## src/rtl/sertx_pkg.sv

```systemverilog
package sertx_pkg;

    typedef enum logic [1:0] {
        ST_IDLE,
        ST_LEAD,
        ST_SHIFT,
        ST_WAIT
    } tx_state_e;

    localparam logic [1:0] MODE_TX = 2'b01;

endpackage

```

## src/rtl/sertx_sclk_gen.sv

```systemverilog
module sertx_sclk_gen #(
    parameter int DIV = 4
) (
    input  logic clk,
    input  logic rst_n,
    input  logic int_run,
    input  logic ext_sel,
    input  logic hold,
    input  logic sclk_in,
    output logic fall_due,
    output logic sclk_out
);
    localparam int HALF = DIV / 2;

    logic       sclk_q;
    logic       at_term;
    logic [2:0] ext_pipe;
    logic       fall_ext;

    // half-period timer: a variant without a counter when the divider is 2
    generate
        if (HALF <= 1) begin : g_nodiv
            assign at_term = 1'b1;
        end else begin : g_div
            localparam int CW = $clog2(HALF);
            logic [CW-1:0] cnt;
            always_ff @(posedge clk or negedge rst_n) begin
                if (!rst_n) begin
                    cnt <= '0;
                end else if (!int_run || cnt == CW'(HALF - 1)) begin
                    cnt <= '0;
                end else begin
                    cnt <= cnt + 1'b1;
                end
            end
            assign at_term = (cnt == CW'(HALF - 1));
        end
    endgenerate

    // internal clock: high while idle, held high when the controller asks
    always_ff @(posedge clk or negedge rst_n) begin
        if (!rst_n) begin
            sclk_q <= 1'b1;
        end else if (!int_run) begin
            sclk_q <= 1'b1;
        end else if (at_term) begin
            sclk_q <= sclk_q ? hold : 1'b1;
        end
    end

    // external clock: two-stage synchronizer plus previous value
    always_ff @(posedge clk or negedge rst_n) begin
        if (!rst_n) begin
            ext_pipe <= 3'b111;
        end else begin
            ext_pipe <= {ext_pipe[1:0], sclk_in};
        end
    end

    assign fall_ext = ext_pipe[2] & ~ext_pipe[1];
    assign fall_due = ext_sel ? fall_ext : (int_run & at_term & sclk_q);
    assign sclk_out = sclk_q | ~int_run;

endmodule

```

## src/rtl/sertx_holdbuf.sv

```systemverilog
module sertx_holdbuf #(
    parameter int W = 8
) (
    input  logic         clk,
    input  logic         rst_n,
    input  logic         wr,
    input  logic [W-1:0] wdata,
    input  logic         take,
    output logic [W-1:0] data_q,
    output logic         full_q,
    output logic         irq_q
);
    always_ff @(posedge clk or negedge rst_n) begin
        if (!rst_n) begin
            data_q <= '0;
            full_q <= 1'b0;
            irq_q  <= 1'b0;
        end else begin
            if (wr) begin
                data_q <= wdata;
            end
            if (wr) begin
                full_q <= 1'b1;
            end else if (take) begin
                full_q <= 1'b0;
            end
            irq_q <= take;
        end
    end
endmodule

```

## src/rtl/sertx_fsm.sv

```systemverilog
module sertx_fsm
    import sertx_pkg::*;
#(
    parameter int W = 8
) (
    input  logic         clk,
    input  logic         rst_n,
    input  logic         start,
    input  logic         abort,
    input  logic         run,
    input  logic         ext,
    input  logic         fall_due,
    input  logic         buf_full,
    input  logic [W-1:0] buf_data,
    output logic         take,
    output logic         hold,
    output logic         int_run,
    output logic         busy,
    output logic         sdo,
    output tx_state_e    state_o
);
    localparam int CNT_W = $clog2(W);

    tx_state_e        state, nxt;
    logic [W-1:0]     shreg;
    logic [CNT_W-1:0] bitcnt;
    logic             last_bit;
    logic             first_fall, advance, reload;

    assign last_bit = (bitcnt == CNT_W'(W - 1));

    // state register
    always_ff @(posedge clk or negedge rst_n) begin
        if (!rst_n) begin
            state <= ST_IDLE;
        end else begin
            state <= nxt;
        end
    end

    // next state and transition strobes
    always_comb begin
        nxt  = state;
        take = 1'b0;
        unique case (state)
            ST_IDLE: begin
                if (start) begin
                    nxt  = ST_LEAD;
                    take = 1'b1;
                end
            end
            ST_LEAD: begin
                if (fall_due) begin
                    nxt = ST_SHIFT;
                end
            end
            ST_SHIFT: begin
                if (fall_due && last_bit) begin
                    if (!run) begin
                        nxt = ST_IDLE;
                    end else if (buf_full || ext) begin
                        take = 1'b1;
                    end else begin
                        nxt = ST_WAIT;
                    end
                end
            end
            ST_WAIT: begin
                if (!run) begin
                    nxt = ST_IDLE;
                end else if (buf_full) begin
                    nxt  = ST_LEAD;
                    take = 1'b1;
                end
            end
            default: nxt = ST_IDLE;
        endcase
        if (abort) begin
            nxt  = ST_IDLE;
            take = 1'b0;
        end
    end

    // outputs derived from the current state
    always_comb begin
        busy    = (state != ST_IDLE);
        int_run = ((state == ST_LEAD) || (state == ST_SHIFT)) && !ext;
        hold    = (state == ST_SHIFT) && last_bit && (!run || (!buf_full && !ext));
        state_o = state;
    end

    assign first_fall = (state == ST_LEAD) && fall_due && !abort;
    assign advance    = (state == ST_SHIFT) && fall_due && !last_bit && !abort;
    assign reload     = (state == ST_SHIFT) && fall_due && last_bit && take;

    // shift path
    always_ff @(posedge clk or negedge rst_n) begin
        if (!rst_n) begin
            shreg  <= '0;
            bitcnt <= '0;
            sdo    <= 1'b0;
        end else begin
            if (take) begin
                shreg <= buf_data;
            end else if (advance) begin
                shreg <= shreg >> 1;
            end
            if (first_fall) begin
                sdo    <= shreg[0];
                bitcnt <= '0;
            end else if (advance) begin
                sdo    <= shreg[1];
                bitcnt <= bitcnt + 1'b1;
            end else if (reload) begin
                sdo    <= buf_data[0];
                bitcnt <= '0;
            end
        end
    end

endmodule

```

## src/rtl/sertx_engine.sv

```systemverilog
module sertx_engine
    import sertx_pkg::*;
#(
    parameter int DIV = 4,
    parameter int W   = 8
) (
    input  logic         clk,
    input  logic         rst_n,
    input  logic         buf_wr,
    input  logic [W-1:0] buf_wdata,
    input  logic         ctl_wr,
    input  logic         ctl_run,
    input  logic         ctl_halt,
    input  logic [1:0]   ctl_mode,
    input  logic         ctl_extclk,
    input  logic         sclk_in,
    output logic         sclk_out,
    output logic         sdo,
    output logic         busy,
    output logic         buf_empty_irq
);
    logic         run_q, ext_q;
    logic         start, abort;
    logic         take, hold, int_run, fall_due;
    logic         buf_full;
    logic [W-1:0] buf_data;
    tx_state_e    state;

    assign start = ctl_wr && ctl_run && !ctl_halt && (ctl_mode == MODE_TX)
                   && !busy && buf_full;
    assign abort = ctl_wr && ctl_halt;

    // control bits: clock source is latched only while idle
    always_ff @(posedge clk or negedge rst_n) begin
        if (!rst_n) begin
            run_q <= 1'b0;
            ext_q <= 1'b0;
        end else if (ctl_wr) begin
            run_q <= ctl_run && !ctl_halt;
            if (!busy) begin
                ext_q <= ctl_extclk;
            end
        end
    end

    sertx_holdbuf #(.W(W)) u_buf (
        .clk    (clk),
        .rst_n  (rst_n),
        .wr     (buf_wr),
        .wdata  (buf_wdata),
        .take   (take),
        .data_q (buf_data),
        .full_q (buf_full),
        .irq_q  (buf_empty_irq)
    );

    sertx_sclk_gen #(.DIV(DIV)) u_clk (
        .clk      (clk),
        .rst_n    (rst_n),
        .int_run  (int_run),
        .ext_sel  (ext_q),
        .hold     (hold),
        .sclk_in  (sclk_in),
        .fall_due (fall_due),
        .sclk_out (sclk_out)
    );

    sertx_fsm #(.W(W)) u_fsm (
        .clk      (clk),
        .rst_n    (rst_n),
        .start    (start),
        .abort    (abort),
        .run      (run_q),
        .ext      (ext_q),
        .fall_due (fall_due),
        .buf_full (buf_full),
        .buf_data (buf_data),
        .take     (take),
        .hold     (hold),
        .int_run  (int_run),
        .busy     (busy),
        .sdo      (sdo),
        .state_o  (state)
    );

endmodule

```

## config.mk

```make
export PLATFORM = sky130hd
export DESIGN_NAME = sertx_engine
export DESIGN_NICKNAME = d
export VERILOG_FILES = /design/src/rtl/sertx_pkg.sv /design/src/rtl/sertx_sclk_gen.sv /design/src/rtl/sertx_holdbuf.sv /design/src/rtl/sertx_fsm.sv /design/src/rtl/sertx_engine.sv
export SDC_FILE = /design/constraint.sdc
export NUM_CORES = 1
export LEC_CHECK = 0
export ABC_AREA = 1
export BUFFER_PORTS_ARGS = -buffer_cell sky130_fd_sc_hd__buf_2
export CORE_ASPECT_RATIO = 2
export CORE_MARGIN = 10
export CORE_UTILIZATION = 51
export CTS_CLUSTER_DIAMETER = 50
export DETAILED_ROUTE_END_ITERATION = 8
export GPL_ROUTABILITY_DRIVEN = 0
export GPL_TIMING_DRIVEN = 0
export HOLD_SLACK_MARGIN = 0.15
export PLACE_DENSITY = 0.78
export SLEW_MARGIN = 30
export SYNTH_ARGS = -nofsm -noshare
export SYNTH_HDL_FRONTEND = slang
export SYNTH_HIERARCHICAL = 1
export SYNTH_SLANG_ARGS = --single-unit
```

## constraint.sdc

```tcl
create_clock -name clk -period 1.9 [get_ports clk]
set_input_delay 0.38 -clock clk [delete_from_list [all_inputs] [get_ports clk]]
set_output_delay 0.38 -clock clk [all_outputs]
set_load 0.01 [all_outputs]
```

* After elaboration in Yosys (flattened, before gate mapping) *
Index checks and enable logic that the tools add are counted.

storage, ports and cells
  register bits after elaboration = 31
  bits in latches = 0
  memory bits (writable) = 0
  bits in read-only memories = 0
  input bits = 18
  output and inout port bits = 4
  word-level logic and storage cells = 102
  memories = 0

operators by class
  add/sub/neg operators = 2
  multiply operators = 0
  div/mod/pow operators = 0
  magnitude comparators = 0
  equality and inequality tests = 11
  shifts and indexed selects = 0
  multiplexer cells = 32
  bitwise operators = 7
  reductions and logical operators = 38

operator list
  cell                                                  number
  logical AND 1 bit                                     19
  2-to-1 mux 1 bit                                      17
  2-to-1 mux 2 bit                                      8
  2-to-1 mux 8 bit                                      2
  2-to-1 mux 3 bit                                      3
  logical NOT 1 bit                                     8
  != test 4 x 3 -> 1 bit (second input constant)        2
  one-hot mux 2 bit (4 select lines)                    1
  != test 3 x 1 -> 1 bit (second input constant)        2
  nonzero test 2 bit                                    3
  AND reduction 5 bit                                   1
  equality test 2 x 1 -> 1 bit (second input constant)  2
  equality test 2 bit (second input constant)           2
  logical OR 1 bit                                      4
  adder 3 x 1 -> 3 bit (second input constant)          1
  bitwise AND 1 bit                                     3
  equality test 3 bit (second input constant)           1
  != test 3 x 2 -> 1 bit (second input constant)        1
  NOT 1 bit                                             3
  one-hot mux 1 bit (3 select lines)                    1
  nonzero test 3 bit                                    1
  logical NOT 2 bit                                     1
  != test 2 bit (second input constant)                 1
  AND reduction 2 bit                                   1
  2 further kinds                                       2

* Depth between registers and ports, before layout *
Gate-level depths: netlist of run 1.

  word-level depth = 14
  mapped depth = 15
  mapped depth without buffers = 15

* By module *
Netlist of run 1, hierarchy kept.

modules (own cells, without submodules)
  module          times used  cells an instance  area each (µm²)  seq. area each (µm²)
  sertx_fsm       1           138                972.2            350.3
  sertx_holdbuf   1           39                 366.6            250.2
  sertx_sclk_gen  1           20                 191.4            130.1
  sertx_engine    1           18                 121.4            50.0

* Worst setup path before layout of run 1 *
Ideal clock, no wire load.

  path type = flip-flop to flip-flop
  start = reg u_fsm.state[1] (netlist: u_fsm/state_o[1])
  end = reg u_fsm.sdo
  setup time = 65 ps
  data arrival time = 1786 ps
  data required time = 1835 ps
  path slack = 49 ps
  stages on the path, launching flop included = 16
  buffers on the path = 1
  clock period less this slack = 1851 ps
  cell sequence = dfrtp_1 inv_1 ha_1 inv_1 nor2_1 nand4_1 nand2_1 inv_2 nor2_2 nand2_2 buf_6 nor2_4 nand2_1 nand3_1 nand2_1 nand2_1

on the way
  longest elaborated chain between the ends = 12
  elaborated cells on any way between the ends = 28
  those cells by class = eq/ne (3); mux (7); bitwise (2); reduce/logical (16)

RTL lines
  item                                                                 RTL line              RTL
  start, declared                                                      sertx_fsm.sv:24       tx_state_e state, nxt;
  start signal, assigned                                               sertx_fsm.sv:37       state <= nxt;
  equality test 2 x 1 -> 1 bit or equality test 2 bit (tied branches)  sertx_fsm.sv:87       int_run = ((state == ST_LEAD) || (state == ST_SHIFT)) && !ext;
  logical OR 1 bit *                                                   sertx_fsm.sv:87
  logical AND 1 bit *                                                  sertx_fsm.sv:87
  via int_run                                                          sertx_engine.sv:24    logic take, hold, int_run, fall_due;
  bitwise AND 1 bit * (2 in a row)                                     sertx_sclk_gen.sv:61  assign fall_due = ext_sel ? fall_ext : (int_run & at_term & sclk_q);
  2-to-1 mux 1 bit *                                                   sertx_sclk_gen.sv:61
  via fall_due                                                         sertx_engine.sv:24
  logical AND 1 bit                                                    sertx_fsm.sv:58       if (fall_due && last_bit) begin
  2-to-1 mux 1 bit                                                     sertx_fsm.sv:58
  one-hot mux 1 bit (3 select lines)                                   sertx_fsm.sv:45       unique case (state)
  2-to-1 mux 1 bit                                                     sertx_fsm.sv:78       if (abort) begin
  logical AND 1 bit                                                    sertx_fsm.sv:94       assign reload = (state == ST_SHIFT) && fall_due && last_bit && take;
  nonzero test 3 bit (no line)                                         --
  end signal, assigned                                                 sertx_fsm.sv:109      sdo <= shreg[0];
  end signal, assigned                                                 sertx_fsm.sv:112      sdo <= shreg[1];
  end signal, assigned                                                 sertx_fsm.sv:115      sdo <= buf_data[0];
  end, declared                                                        sertx_fsm.sv:19       output logic sdo,

The timed path passes the listed nets; every way through them passes the cells marked *.
A chain may end at the register's enable or synchronous reset.

* Worst setup path after layout of run 1 *
  start = reg u_fsm.state[1] (netlist: u_fsm/state_o[1])
  end = reg u_fsm.shreg[1]

on the way
  longest elaborated chain between the ends = 11
  elaborated cells on any way between the ends = 23
  those cells by class = eq/ne (3); mux (6); bitwise (2); reduce/logical (12)

RTL lines
  item                                                                 RTL line              RTL
  equality test 2 x 1 -> 1 bit or equality test 2 bit (tied branches)  sertx_fsm.sv:87
  logical OR 1 bit *                                                   sertx_fsm.sv:87
  logical AND 1 bit *                                                  sertx_fsm.sv:87
  via int_run                                                          sertx_engine.sv:24
  bitwise AND 1 bit * (2 in a row)                                     sertx_sclk_gen.sv:61
  2-to-1 mux 1 bit *                                                   sertx_sclk_gen.sv:61
  via fall_due                                                         sertx_engine.sv:24
  logical AND 1 bit                                                    sertx_fsm.sv:58
  2-to-1 mux 1 bit                                                     sertx_fsm.sv:58
  one-hot mux 1 bit (3 select lines)                                   sertx_fsm.sv:45
  2-to-1 mux 1 bit                                                     sertx_fsm.sv:78
  2-to-1 mux 8 bit or nonzero test 2 bit (tied branches)               --
  end signal, assigned                                                 sertx_fsm.sv:104      shreg <= buf_data;
  end signal, assigned                                                 sertx_fsm.sv:106      shreg <= shreg >> 1;
  end, declared                                                        sertx_fsm.sv:25       logic [W-1:0] shreg;

Marks and branches as above.

==> parameters.txt, run 1 <==
Parameter                              Value

Run status
  Run status    finished clean

STA
  Worst-case setup margin in the final layout    0.01587 ns
  RSZ-0062 raised after global routing    yes
  Total setup violations reported at the end of the flow    0
  Hold violation total from the final report    0
  Number of max-slew violations in the final report    0
  Final critical-path share of the clock period    99.16%
  Final-layout worst hold slack    0.1282 ns
  FMAX    530.8 MHz
  Actual transition at the worst max-transition pin    0.6511 ns
  Worst-case headroom to the max-slew limit    56.59%
  Worst clock skew on the final layout    0.002148 ns
  Crit path time final    1.884 ns

Synthesis
  Count of state elements after synthesis    31
  Post-Syn Nets    239
  Distinct cell type count after synthesis    19
  Warnings, synthesis    6
  Sequential-to-total area share from yosys stat    47.27%
  Netlist Area Pre-Place    1652 sq um
  Number of standard cells after synthesis    215
  Synthesized area divided by synthesized cell count    7.682 sq um

Clock tree
  Clock tree root driver cell    sky130_fd_sc_hd__clkbuf_8
  Number of buffers created by CTS    5
  Clock transition at the registers of the reported paths    0.06 ns
  Clock tree from TritonCTS    done
  Maximum clock insertion buffer count    2
  Quantity of hold-fixing buffers added after cts    0
  CTS Sinks    31
  Level count of the clock H-tree    2
  Clock latency of the later-clocked register in the worst-skew pair    0.28 ns

Critical path
  Crit path top cell by count    sky130_fd_sc_hd__inv_2
  Path type of the worst setup path    flop to flop
  Delay of the slowest cell on the worst path    0.39 ns
  Type of element capturing the critical path    flop
  Critical path data arrival time    2.05 ns
  Critical path required time    2.07 ns
  Critical path's slowest cell    sky130_fd_sc_hd__dfrtp_1
  CP Cell Sequence    inv_2 -> ha_4 -> inv_2 -> nor2_4 -> nand4_1 -> nand2_1 -> inv_2 -> nor2_4 -> nand2_1 -> nand2_2 -> nand2_4 -> buf_6 -> nand3_2 -> nand3_2
  Largest driver fanout on the critical path    5
  CP Launch Type    flop

Placement
  Placement-stage worst setup slack    -0.1879 ns
  IO buf count    20
  Standard cell area after detailed placement    1790 sq um
  DP Wirelength    2521 um

Route
  Final routed wire length divided by cell count    12.05 um
  Number of detailed-routing iterations run before antenna repair    4
  Final routed wirelength across all metal layers    3409 um
  DRC    0
  Number of DRC markers after the initial detailed-route iteration    34
  Antenna Nets Post-Route    0
  Vias per std cell    4.915
  Via count    1391

Die
  Die height    100.5 um
  Top-Level Pins    22
  Area of the placeable core    3157 sq um
  Site row count    29
  Area of the die    6053 sq um
  Starting density of the core    52.32%
  Die Width    60.24 um

Job
  MaxCap Viol Count    0

Global routing
  Global route overflow    0
  First-pass GRT wire length    5602 um
  Initial antenna violation count    0
  Via count of the first global-routing pass    1390
  Global router's overall resource usage    11.99%
  Pin count of the biggest net entering global routing    32

Cells and area
  Most common cell after layout, fill and taps aside    sky130_fd_sc_hd__nand2_1
  Highest-count cells in the layout ignoring fill and taps    86 x sky130_fd_sc_hd__nand2_1, 30 x sky130_fd_sc_hd__inv_1, 27 x sky130_fd_sc_hd__dfrtp_1, 20 x sky130_fd_sc_hd__buf_2, 14 x sky130_fd_sc_hd__nand3_2
  Relative area change from synthesis to final layout    23.56%
  Proportion of layout cells with a drive suffix above 1    29.37%
  Net count of the finished layout    275
  Final Cell Area    2041 sq um
  Number of inserted diodes    0

Pwr
  Power density normalized to cell area    1208 nW/um^2
  Worst ir drop on vdd    0.8275 mV
  Final Total Pwr    2466 uW
  Leakage dissipation    0.001146 uW

Worst hold path
  Class of the tightest hold or removal check    input port to asynchronous set/reset pin
==> state kept, by name, indices dropped and copies added (netlist names) <==
signal and flops:
u_fsm/sdo 1, u_clk/at_term 1, u_buf/irq_q 1, u_clk/ext_pipe 3, ext_q 1, u_fsm/shreg 8, run_q 1, u_fsm/bitcnt 3
u_buf/full_q 1, u_buf/data_q 8, u_clk/sclk_q 1, u_fsm/state_o 2
==> worst max-delay path: cells and delay by family (launching register included) <==
kind                       cells  cell delay, ns
adders and majority gates      1            0.26
buffers and inverters          4            0.33
DFF                            1            0.39
and+or+nand+nor                9            0.78
==> timing repair <==
item,CTS,global route
endpoints found under the hold margin,0,0
cloned,0,1
setup endpoints to repair,14,13
gates resized for setup,3,18
pin swaps,0,6
setup buffers,2,6
==> per-layer routing <==
metal | track usage [%] | vias to the layer above | wire length (um)
met5 | 0 | - | 0
met4 | 8.160 | 0 | 100
met3 | 2.399 | 9 | 50
met2 | 22.93 | 19 | 2079
met1 | 9.946 | 642 | 1179
li1 | - | 721 | -
==> final timing paths <==
kind | from | endpoint | slack (ns) | cells past startpoint
max in group asynchronous | rst_n | u_fsm/state_o[0] | 1.35 | 1
max reg2reg | u_fsm/state_o[1] | u_fsm/shreg[1] | 0.02 | 14
min in group clk | sclk_in | u_clk/ext_pipe[0] | 0.20 | 1
max | u_fsm/state_o[1] | u_fsm/shreg[1] | 0.02 | 14
min | rst_n | u_buf/full_q | 0.13 | 1
min reg2reg | u_clk/ext_pipe[0] | u_clk/ext_pipe[1] | 0.37 | 0
==> synthesized netlist by cell type (all sizes together) <==
cell type / count / share of area, %
a21oi: 3 / 0.91
nor2: 15 / 4.5
inv: 36 / 8.3
o21ai: 4 / 1.2
nand3: 25 / 9.4
nand3b: 1 / 0.45
buf: 3 / 2.0
dfstp: 4 / 6.4
dfrtp: 27 / 41
clkinv: 1 / 0.30
nand2: 89 / 21
ha: 6 / 4.5
nand4: 1 / 0.38
==> kinds of logic after synthesis <==
group | count (synthesis) | synth area share [%]
AO/OA/AOI/OAI | 7 | 2.121
buffers and inverters | 40 | 10.68
adder cells (fa/ha/maj) | 6 | 4.545
flip-flops | 31 | 47.27
AND/OR/NAND/NOR | 131 | 35.38
==> final cells by class <==
type                    count  area, sq um
multi-input cells         144        769.5
clock buffers               8        100.1
fillers                   281         1116
repair buffers             29        171.4
flip-flops and latches     31        780.7
inverters                  37        146.4
well taps                  31        38.79
plain buffers               3        33.78
==> report_power, final <==
part           total (uW)  leakage, uW  internal, uW  switching (uW)
sequential            956     0.000376           835             122
clock                 554    0.0000515           330             224
combinational         955     0.000718           423             532
total                2470      0.00115          1590             878
==> through the flow <==
stage | utilization [%] | cells | TNS [ns]
after detailed placement | 56.72 | 266 | -2.252
after floorplan | - | 215 | 0
final | 64.65 | 283 | 0
after CTS | 60.60 | 276 | 0
after global routing | 64.65 | 283 | -1.110
after global placement | 56.72 | 266 | -1.553
(Power assumes the default switching activity.)
==> run 2: changes to the inputs <==
==> constraint.sdc (replaced) <==
create_clock -name clk -period 1.9 [get_ports clk]
set_input_delay 0.095 -clock clk [delete_from_list [all_inputs] [get_ports clk]]
set_output_delay 0.095 -clock clk [all_outputs]
set_load 0.01 [all_outputs]
==> run 2 against run 1 <==
- the run now ends with negative setup slack left
- critical path depth stayed put
- die area unchanged
- combinational power up 4.2%
- worst setup slack lost 0.047 ns
- routed wire length is 21% higher
- clock-buffer cell count stayed put
- power increased by 2.1%
- register-to-register slack got worse by 0.05 ns
- sequential share of layout area shrank 3.5 points
- sequential cell count is the same
- highest routed layer unchanged
==> parameters.txt, run 2 (synthesis gave the netlist of run 1 again) <==
Parameter                              Value

Run status
  Run status    finished, violations left
  Violations in the final reports    negative setup slack

Critical path
  Largest driver fanout on the critical path    5 (unchanged)
  Path type of the worst setup path    flop to flop
  Timing startpoint of the critical path    u_fsm/state_o[1]
  CP Launch Type    flop
  Critical path data arrival time    2.09 ns (+0.04 ns)
  Critical path required time    2.06 ns (about the same)
  Origin of the critical flop-to-flop path    u_fsm/state_o[1]
  Type of element capturing the critical path    flop

Clock tree
  Clock transition at the registers of the reported paths    0.06 ns (about the same)
  Clock latency of the later-clocked register in the worst-skew pair    0.28 ns (about the same)
  Level count of the clock H-tree    2 (unchanged)
  Clock tree from TritonCTS    done
  Number of buffers created by CTS    5 (unchanged)
  Clock tree root driver cell    sky130_fd_sc_hd__clkbuf_8
  CTS Sinks    31 (unchanged)
  Maximum clock insertion buffer count    2 (unchanged)

Die
  Top-Level Pins    22 (unchanged)
  Area of the placeable core    3157 sq um (unchanged)
  Site row count    29 (unchanged)
  Area of the die    6053 sq um (unchanged)
  Starting density of the core    52.32% (unchanged)
  Die height    100.5 um (unchanged)
  Die Width    60.24 um (unchanged)

Route
  Number of detailed-routing iterations run before antenna repair    4 (unchanged)
  Via count    1528 (+9.8%)
  Final routed wire length divided by cell count    13.58 um (+13%)
  Vias per std cell    5.010 (+1.9%)
  DRC    0 (unchanged)
  Antenna Nets Post-Route    0 (unchanged)
  Number of DRC markers after the initial detailed-route iteration    27 (-21%)
  Final routed wirelength across all metal layers    4141 um (+21%)

STA
  Sum of negative setup slack    -0.1096 ns (-0.1096 ns)
  Crit path time final    1.931 ns (+0.04663 ns)
  Worst-case headroom to the max-slew limit    55.84% (-0.75 points)
  Number of max-slew violations in the final report    0 (unchanged)
  Actual transition at the worst max-transition pin    0.6624 ns (+0.01122 ns)
  Worst clock skew on the final layout    0.004227 ns (+0.002079 ns)
  RSZ-0062 raised after global routing    yes
  Worst-case setup margin in the final layout    -0.03075 ns (-0.04663 ns)
  Total setup violations reported at the end of the flow    7 (+7)
  Final-layout worst hold slack    0.2096 ns (+0.08138 ns)
  Final critical-path share of the clock period    101.6% (+2.5 points)
  FMAX    517.9 MHz (-2.4%)
  Hold violation total from the final report    0 (unchanged)

Pwr
  Leakage dissipation    0.001215 uW (+6.0%)
  Worst ir drop on vdd    0.9913 mV (+20%)
  Final Total Pwr    2518 uW (+2.1%)
  Power density normalized to cell area    1122 nW/um^2 (-7.1%)

Cells and area
  Highest-count cells in the layout ignoring fill and taps    86 x sky130_fd_sc_hd__nand2_1, 30 x sky130_fd_sc_hd__inv_1, 27 x sky130_fd_sc_hd__dfrtp_1, 23 x sky130_fd_sc_hd__dlygate4sd3_1, 20 x sky130_fd_sc_hd__buf_2
  Number of inserted diodes    0 (unchanged)
  Largest registers    u_buf/data_q x8, u_fsm/shreg x8
  Relative area change from synthesis to final layout    35.91%
  Net count of the finished layout    297 (+8.0%)
  Proportion of layout cells with a drive suffix above 1    25.55% (-3.8 points)
  Most common cell after layout, fill and taps aside    sky130_fd_sc_hd__nand2_1

Global routing
  First-pass GRT wire length    6727 um (+20%)
  Via count of the first global-routing pass    1580 (+14%)
  Initial antenna violation count    0 (unchanged)
  Pin count of the biggest net entering global routing    32 (unchanged)
  Global router's overall resource usage    14.42% (+2.4 points)
  Global route overflow    0 (unchanged)

Worst hold path
  Hold Startpoint    ctl_halt
  Class of the tightest hold or removal check    input port to flop

Job
  MaxCap Viol Count    0 (unchanged)

Placement
  IO buf count    20 (unchanged)
  DP Wirelength    2521 um (unchanged)
[run 2: changes by cell type in the layout (fill, tap and decap cells not counted), sizes merged]
cell	previous run	this run
dlygate4sd3	0	23
buf	32	31
[run 2: critical path, cell delays in order (launching register included)]
cell                      delay [ns]
sky130_fd_sc_hd__dfrtp_1        0.38
sky130_fd_sc_hd__inv_2          0.07
sky130_fd_sc_hd__ha_4           0.26
sky130_fd_sc_hd__inv_2          0.04
sky130_fd_sc_hd__nor2_4         0.15
sky130_fd_sc_hd__nand4_1        0.11
sky130_fd_sc_hd__nand2_1        0.10
sky130_fd_sc_hd__inv_2          0.07
sky130_fd_sc_hd__nor2_4         0.09
sky130_fd_sc_hd__nand2_1        0.07
sky130_fd_sc_hd__nand2_2        0.10
sky130_fd_sc_hd__nand2_4        0.07
sky130_fd_sc_hd__buf_6          0.15
sky130_fd_sc_hd__nand3_2        0.06
sky130_fd_sc_hd__nand3_1        0.08
[run 2: report_power, final]
part / switching, uW / total [uW] / leakage, uW / internal [uW]
Clock: 232 / 562 / 0.0000515 / 330
Combinational: 544 / 995 / 0.000787 / 450
Sequential: 127 / 962 / 0.000376 / 835
Total: 904 / 2520 / 0.00122 / 1610
[run 2: timing repair]
action,in CTS,in global routing
endpoints found under the hold margin,39,0
buffers inserted,2,5
setup endpoints to repair,13,13
cloned,0,1
pin swaps,0,6
gates resized for setup,3,14
hold buffers,23,0
[run 2: path summary, 6_finish.rpt]
kind / end / slack (ns) / cells after the start
max: u_fsm/shreg[2] / -0.03 / 14
min: u_fsm/state_o[0] / 0.21 / 4
max reg2reg: u_fsm/shreg[2] / -0.03 / 14
min reg2reg: u_clk/ext_pipe[1] / 0.36 / 0
max in group asynchronous: u_fsm/state_o[0] / 1.09 / 2
min in group asynchronous: u_buf/full_q / 0.38 / 2
[run 2: layout make-up]
cell class / instances / area [sq um]
Clock buffer: 8 / 100.1
Tap cell: 31 / 38.79
Multi-Input combinational cell: 144 / 754.5
Timing Repair Buffer: 51 / 390.4
Sequential cell: 31 / 780.7
Inverter: 37 / 146.4
Fill cell: 233 / 912.1
Buffer: 3 / 33.78
[run 2: per-layer routing]
metal	vias up	GRT usage, %	part of all wire [%]
li1	768	-	-
met1	719	13.07	34
met2	27	27.15	61
met3	14	2.525	1.8
met4	0	8.681	3.5
met5	-	0	0
[run 2: per-stage QoR]
step                      instance area, sq um  setup slack (ns)  util (%)  instances
after floorplan                           1652           0.04856         -        215
after global placement                    1790           -0.1587     56.72        266
after detailed placement                  1790           -0.1879     56.72        266
after CTS                                 2143          0.007588     67.90        299
after global routing                      2245           -0.1169     71.11        305
final                                     2245          -0.03075     71.11        305
==> run 3: changes to the inputs <==
- CORE_UTILIZATION: 51 -> 45
- CTS_BUF_LIST: default -> sky130_fd_sc_hd__clkbuf_8
- PLACE_DENSITY: 0.78 -> 0.7
==> run 3 against run 2 <==
- the flow now finishes without violations
- power rose by 0.80%
- cell count increased by 7.5%
- fmax rose by 3.7%
- via count shrank 1.8%
- sequential cell count stayed put
- clock power fell by 1%
- register-to-register slack gained 0.07 ns
- critical path depth grew 1
- non-clock buffer count rose by 5
- cell area increased by 6.2%
- critical endpoint is now u_fsm/sdo
- largest cell class is now multi-input gates
- highest routed layer unchanged
==> parameters.txt, run 3 (synthesis gave the netlist of run 1 again) <==
Parameter                              Value

Cells and area
  Highest-count cells in the layout ignoring fill and taps    84 x sky130_fd_sc_hd__nand2_1, 30 x sky130_fd_sc_hd__inv_1, 27 x sky130_fd_sc_hd__dfrtp_1, 23 x sky130_fd_sc_hd__dlygate4sd3_1, 20 x sky130_fd_sc_hd__buf_2
  Number of inserted diodes    0 (unchanged)
  Net count of the finished layout    302 (+1.7%)
  Proportion of layout cells with a drive suffix above 1    29.39% (+3.8 points)
  Largest registers    u_buf/data_q x8, u_fsm/shreg x8
  Most common cell after layout, fill and taps aside    sky130_fd_sc_hd__nand2_1
  Filler cell count    303 (+30%)
  Final Cell Area    2385 sq um (+6.2%)
  Relative area change from synthesis to final layout    44.39%

Die
  Starting density of the core    46.28% (-6.0 points)
  Top-Level Pins    22 (unchanged)
  Site row count    31 (+6.9%)
  Die Width    62.84 um (+4.3%)
  Area of the die    6640 sq um (+9.7%)
  Area of the placeable core    3568 sq um (+13%)
  Die height    105.7 um (+5.2%)

Global routing
  Initial antenna violation count    0 (unchanged)
  Global route overflow    0 (unchanged)
  Global router's overall resource usage    11.57% (-2.8 points)
  First-pass GRT wire length    6182 um (-8.1%)
  Via count of the first global-routing pass    1505 (-4.7%)
  Pin count of the biggest net entering global routing    32 (unchanged)

STA
  FMAX    537.1 MHz (+3.7%)
  Crit path time final    1.862 ns (-0.06887 ns)
  Total setup violations reported at the end of the flow    0 (-7)
  Hold violation total from the final report    0 (unchanged)
  Actual transition at the worst max-transition pin    0.6711 ns (+0.008714 ns)
  Worst-case headroom to the max-slew limit    55.26% (-0.58 points)
  Final critical-path share of the clock period    97.99% (-3.6 points)
  RSZ-0062 raised after global routing    yes
  Number of max-slew violations in the final report    0 (unchanged)
  Worst clock skew on the final layout    0.002317 ns (-0.001910 ns)

Critical path
  Number of buffers and inverters on the critical path    4 (unchanged)
  Crit path top cell by count    sky130_fd_sc_hd__nand2_1
  Critical path data arrival time    2.08 ns (about the same)
  CP Cell Sequence    inv_2 -> ha_4 -> inv_2 -> nor2_4 -> nand4_1 -> nand2_1 -> inv_2 -> nor2_4 -> nand2_4 -> buf_8 -> nor2_4 -> nand2_1 -> nand3_1 -> nand2_1 -> nand2_1
  Delay of the slowest cell on the worst path    0.39 ns (about the same)
  Worst path top cell family by delay    simple AND/OR/NAND/NOR gates
  CP Launch Type    flop
  Type of element capturing the critical path    flop
  Path type of the worst setup path    flop to flop
  Critical path required time    2.12 ns (+0.06 ns)
  Largest driver fanout on the critical path    5 (unchanged)
  Critical path's slowest cell    sky130_fd_sc_hd__dfrtp_1

Route
  Final routed wirelength across all metal layers    3951 um (-4.6%)
  Vias per std cell    4.573 (-8.7%)
  Via count    1500 (-1.8%)
  Final routed wire length divided by cell count    12.05 um (-11%)
  Antenna Nets Post-Route    0 (unchanged)
  Number of detailed-routing iterations run before antenna repair    4 (unchanged)
  DRC    0 (unchanged)
  Number of DRC markers after the initial detailed-route iteration    13 (-52%)

Clock tree
  Clock latency of the later-clocked register in the worst-skew pair    0.28 ns (about the same)
  CTS Sinks    31 (unchanged)
  Level count of the clock H-tree    2 (unchanged)
  Clock tree from TritonCTS    done
  Clock transition at the registers of the reported paths    0.06 ns (about the same)
  Number of buffers created by CTS    5 (unchanged)
  Clock tree root driver cell    sky130_fd_sc_hd__clkbuf_8
  Maximum clock insertion buffer count    2 (unchanged)

Pwr
  Power density normalized to cell area    1065 nW/um^2 (-5.1%)
  Leakage dissipation    0.001279 uW (+5.3%)
  Worst ir drop on vdd    0.7938 mV (-20%)
  Final Total Pwr    2539 uW (+0.80%)

Placement
  IO buf count    20 (unchanged)
  DP Wirelength    2494 um (-1.1%)
  Standard cell area after detailed placement    1813 sq um (+1.3%)

Job
  MaxCap Viol Count    0 (unchanged)

Worst hold path
  Class of the tightest hold or removal check    input port to flop

Run status
  Run status    finished clean
[run 3: area by class of cell]
class / instances / area (sq um) / area share, %
plain buffers: 3 / 37.54 / 1.574
flip-flops and latches: 31 / 780.7 / 32.74
inverters: 37 / 153.9 / 6.453
clock buffers: 7 / 96.34 / 4.040
multi-input cells: 144 / 802.0 / 33.63
clock inverters: 1 / 3.754 / 0.1574
repair buffers: 56 / 449.2 / 18.84
well taps: 49 / 61.31 / 2.571
[run 3: report_power, final]
group	switching, uW	leakage (uW)	internal, uW
logic	567	0.000847	458
clock network	229	0.0000557	325
registers	126	0.000376	834
total	922	0.00128	1620
[run 3: final timing paths]
check,startpoint,depth (start not counted),end,slack (ns)
hold reg to reg,u_clk/ext_pipe[0],0,u_clk/ext_pipe[1],0.36
max in group asynchronous,rst_n,2,ext_q,1.07
setup reg to reg,u_fsm/state_o[1],15,u_fsm/sdo,0.04
setup / recovery,u_fsm/state_o[1],15,u_fsm/sdo,0.04
min in group asynchronous,rst_n,2,u_fsm/shreg[0],0.39
hold / removal,ctl_halt,4,u_fsm/state_o[1],0.22
[run 3: timing repair]
item / in CTS / in global routing
setup endpoints to repair: 16 / 14
gates cloned: 0 / 2
endpoints found under the hold margin: 39 / 0
pin swaps: 1 / 11
gates resized for setup: 3 / 30
hold buffers: 23 / 0
buffers inserted: 3 / 8
[run 3: per-stage QoR]
stage	setup slack, ns	instances	utilization, %	TNS [ns]	hold slack (ns)
floorplan	0.04856	215	-	0	-0.2006
global placement	-0.1777	284	50.81	-1.802	0.1720
detailed placement	-0.2011	284	50.81	-2.071	0.1687
CTS	0.01902	318	60.90	0	0.1920
global route	-0.1386	328	66.83	-0.8161	0.2518
finish	0.03812	328	66.83	0	0.2152
[run 3: worst min-delay path: cells and delay by family]
family | cells | cell delay (ns)
buf+inv | 2 | 0.25
compound gates | 1 | 0.06
simple gates | 1 | 0.05
[run 3: metal layers]
| layer | part of all wire (%) | global-route usage [%] | wire (um) | vias up |
|---|---|---|---|---|
| met3 | 2.4 | 3.075 | 95 | 7 |
| met2 | 63 | 24.12 | 2503 | 18 |
| li1 | - | - | - | 774 |
| met4 | 2.3 | 7.235 | 92 | 0 |
| met5 | 0 | 0 | 0 | - |
| met1 | 32 | 8.534 | 1259 | 701 |
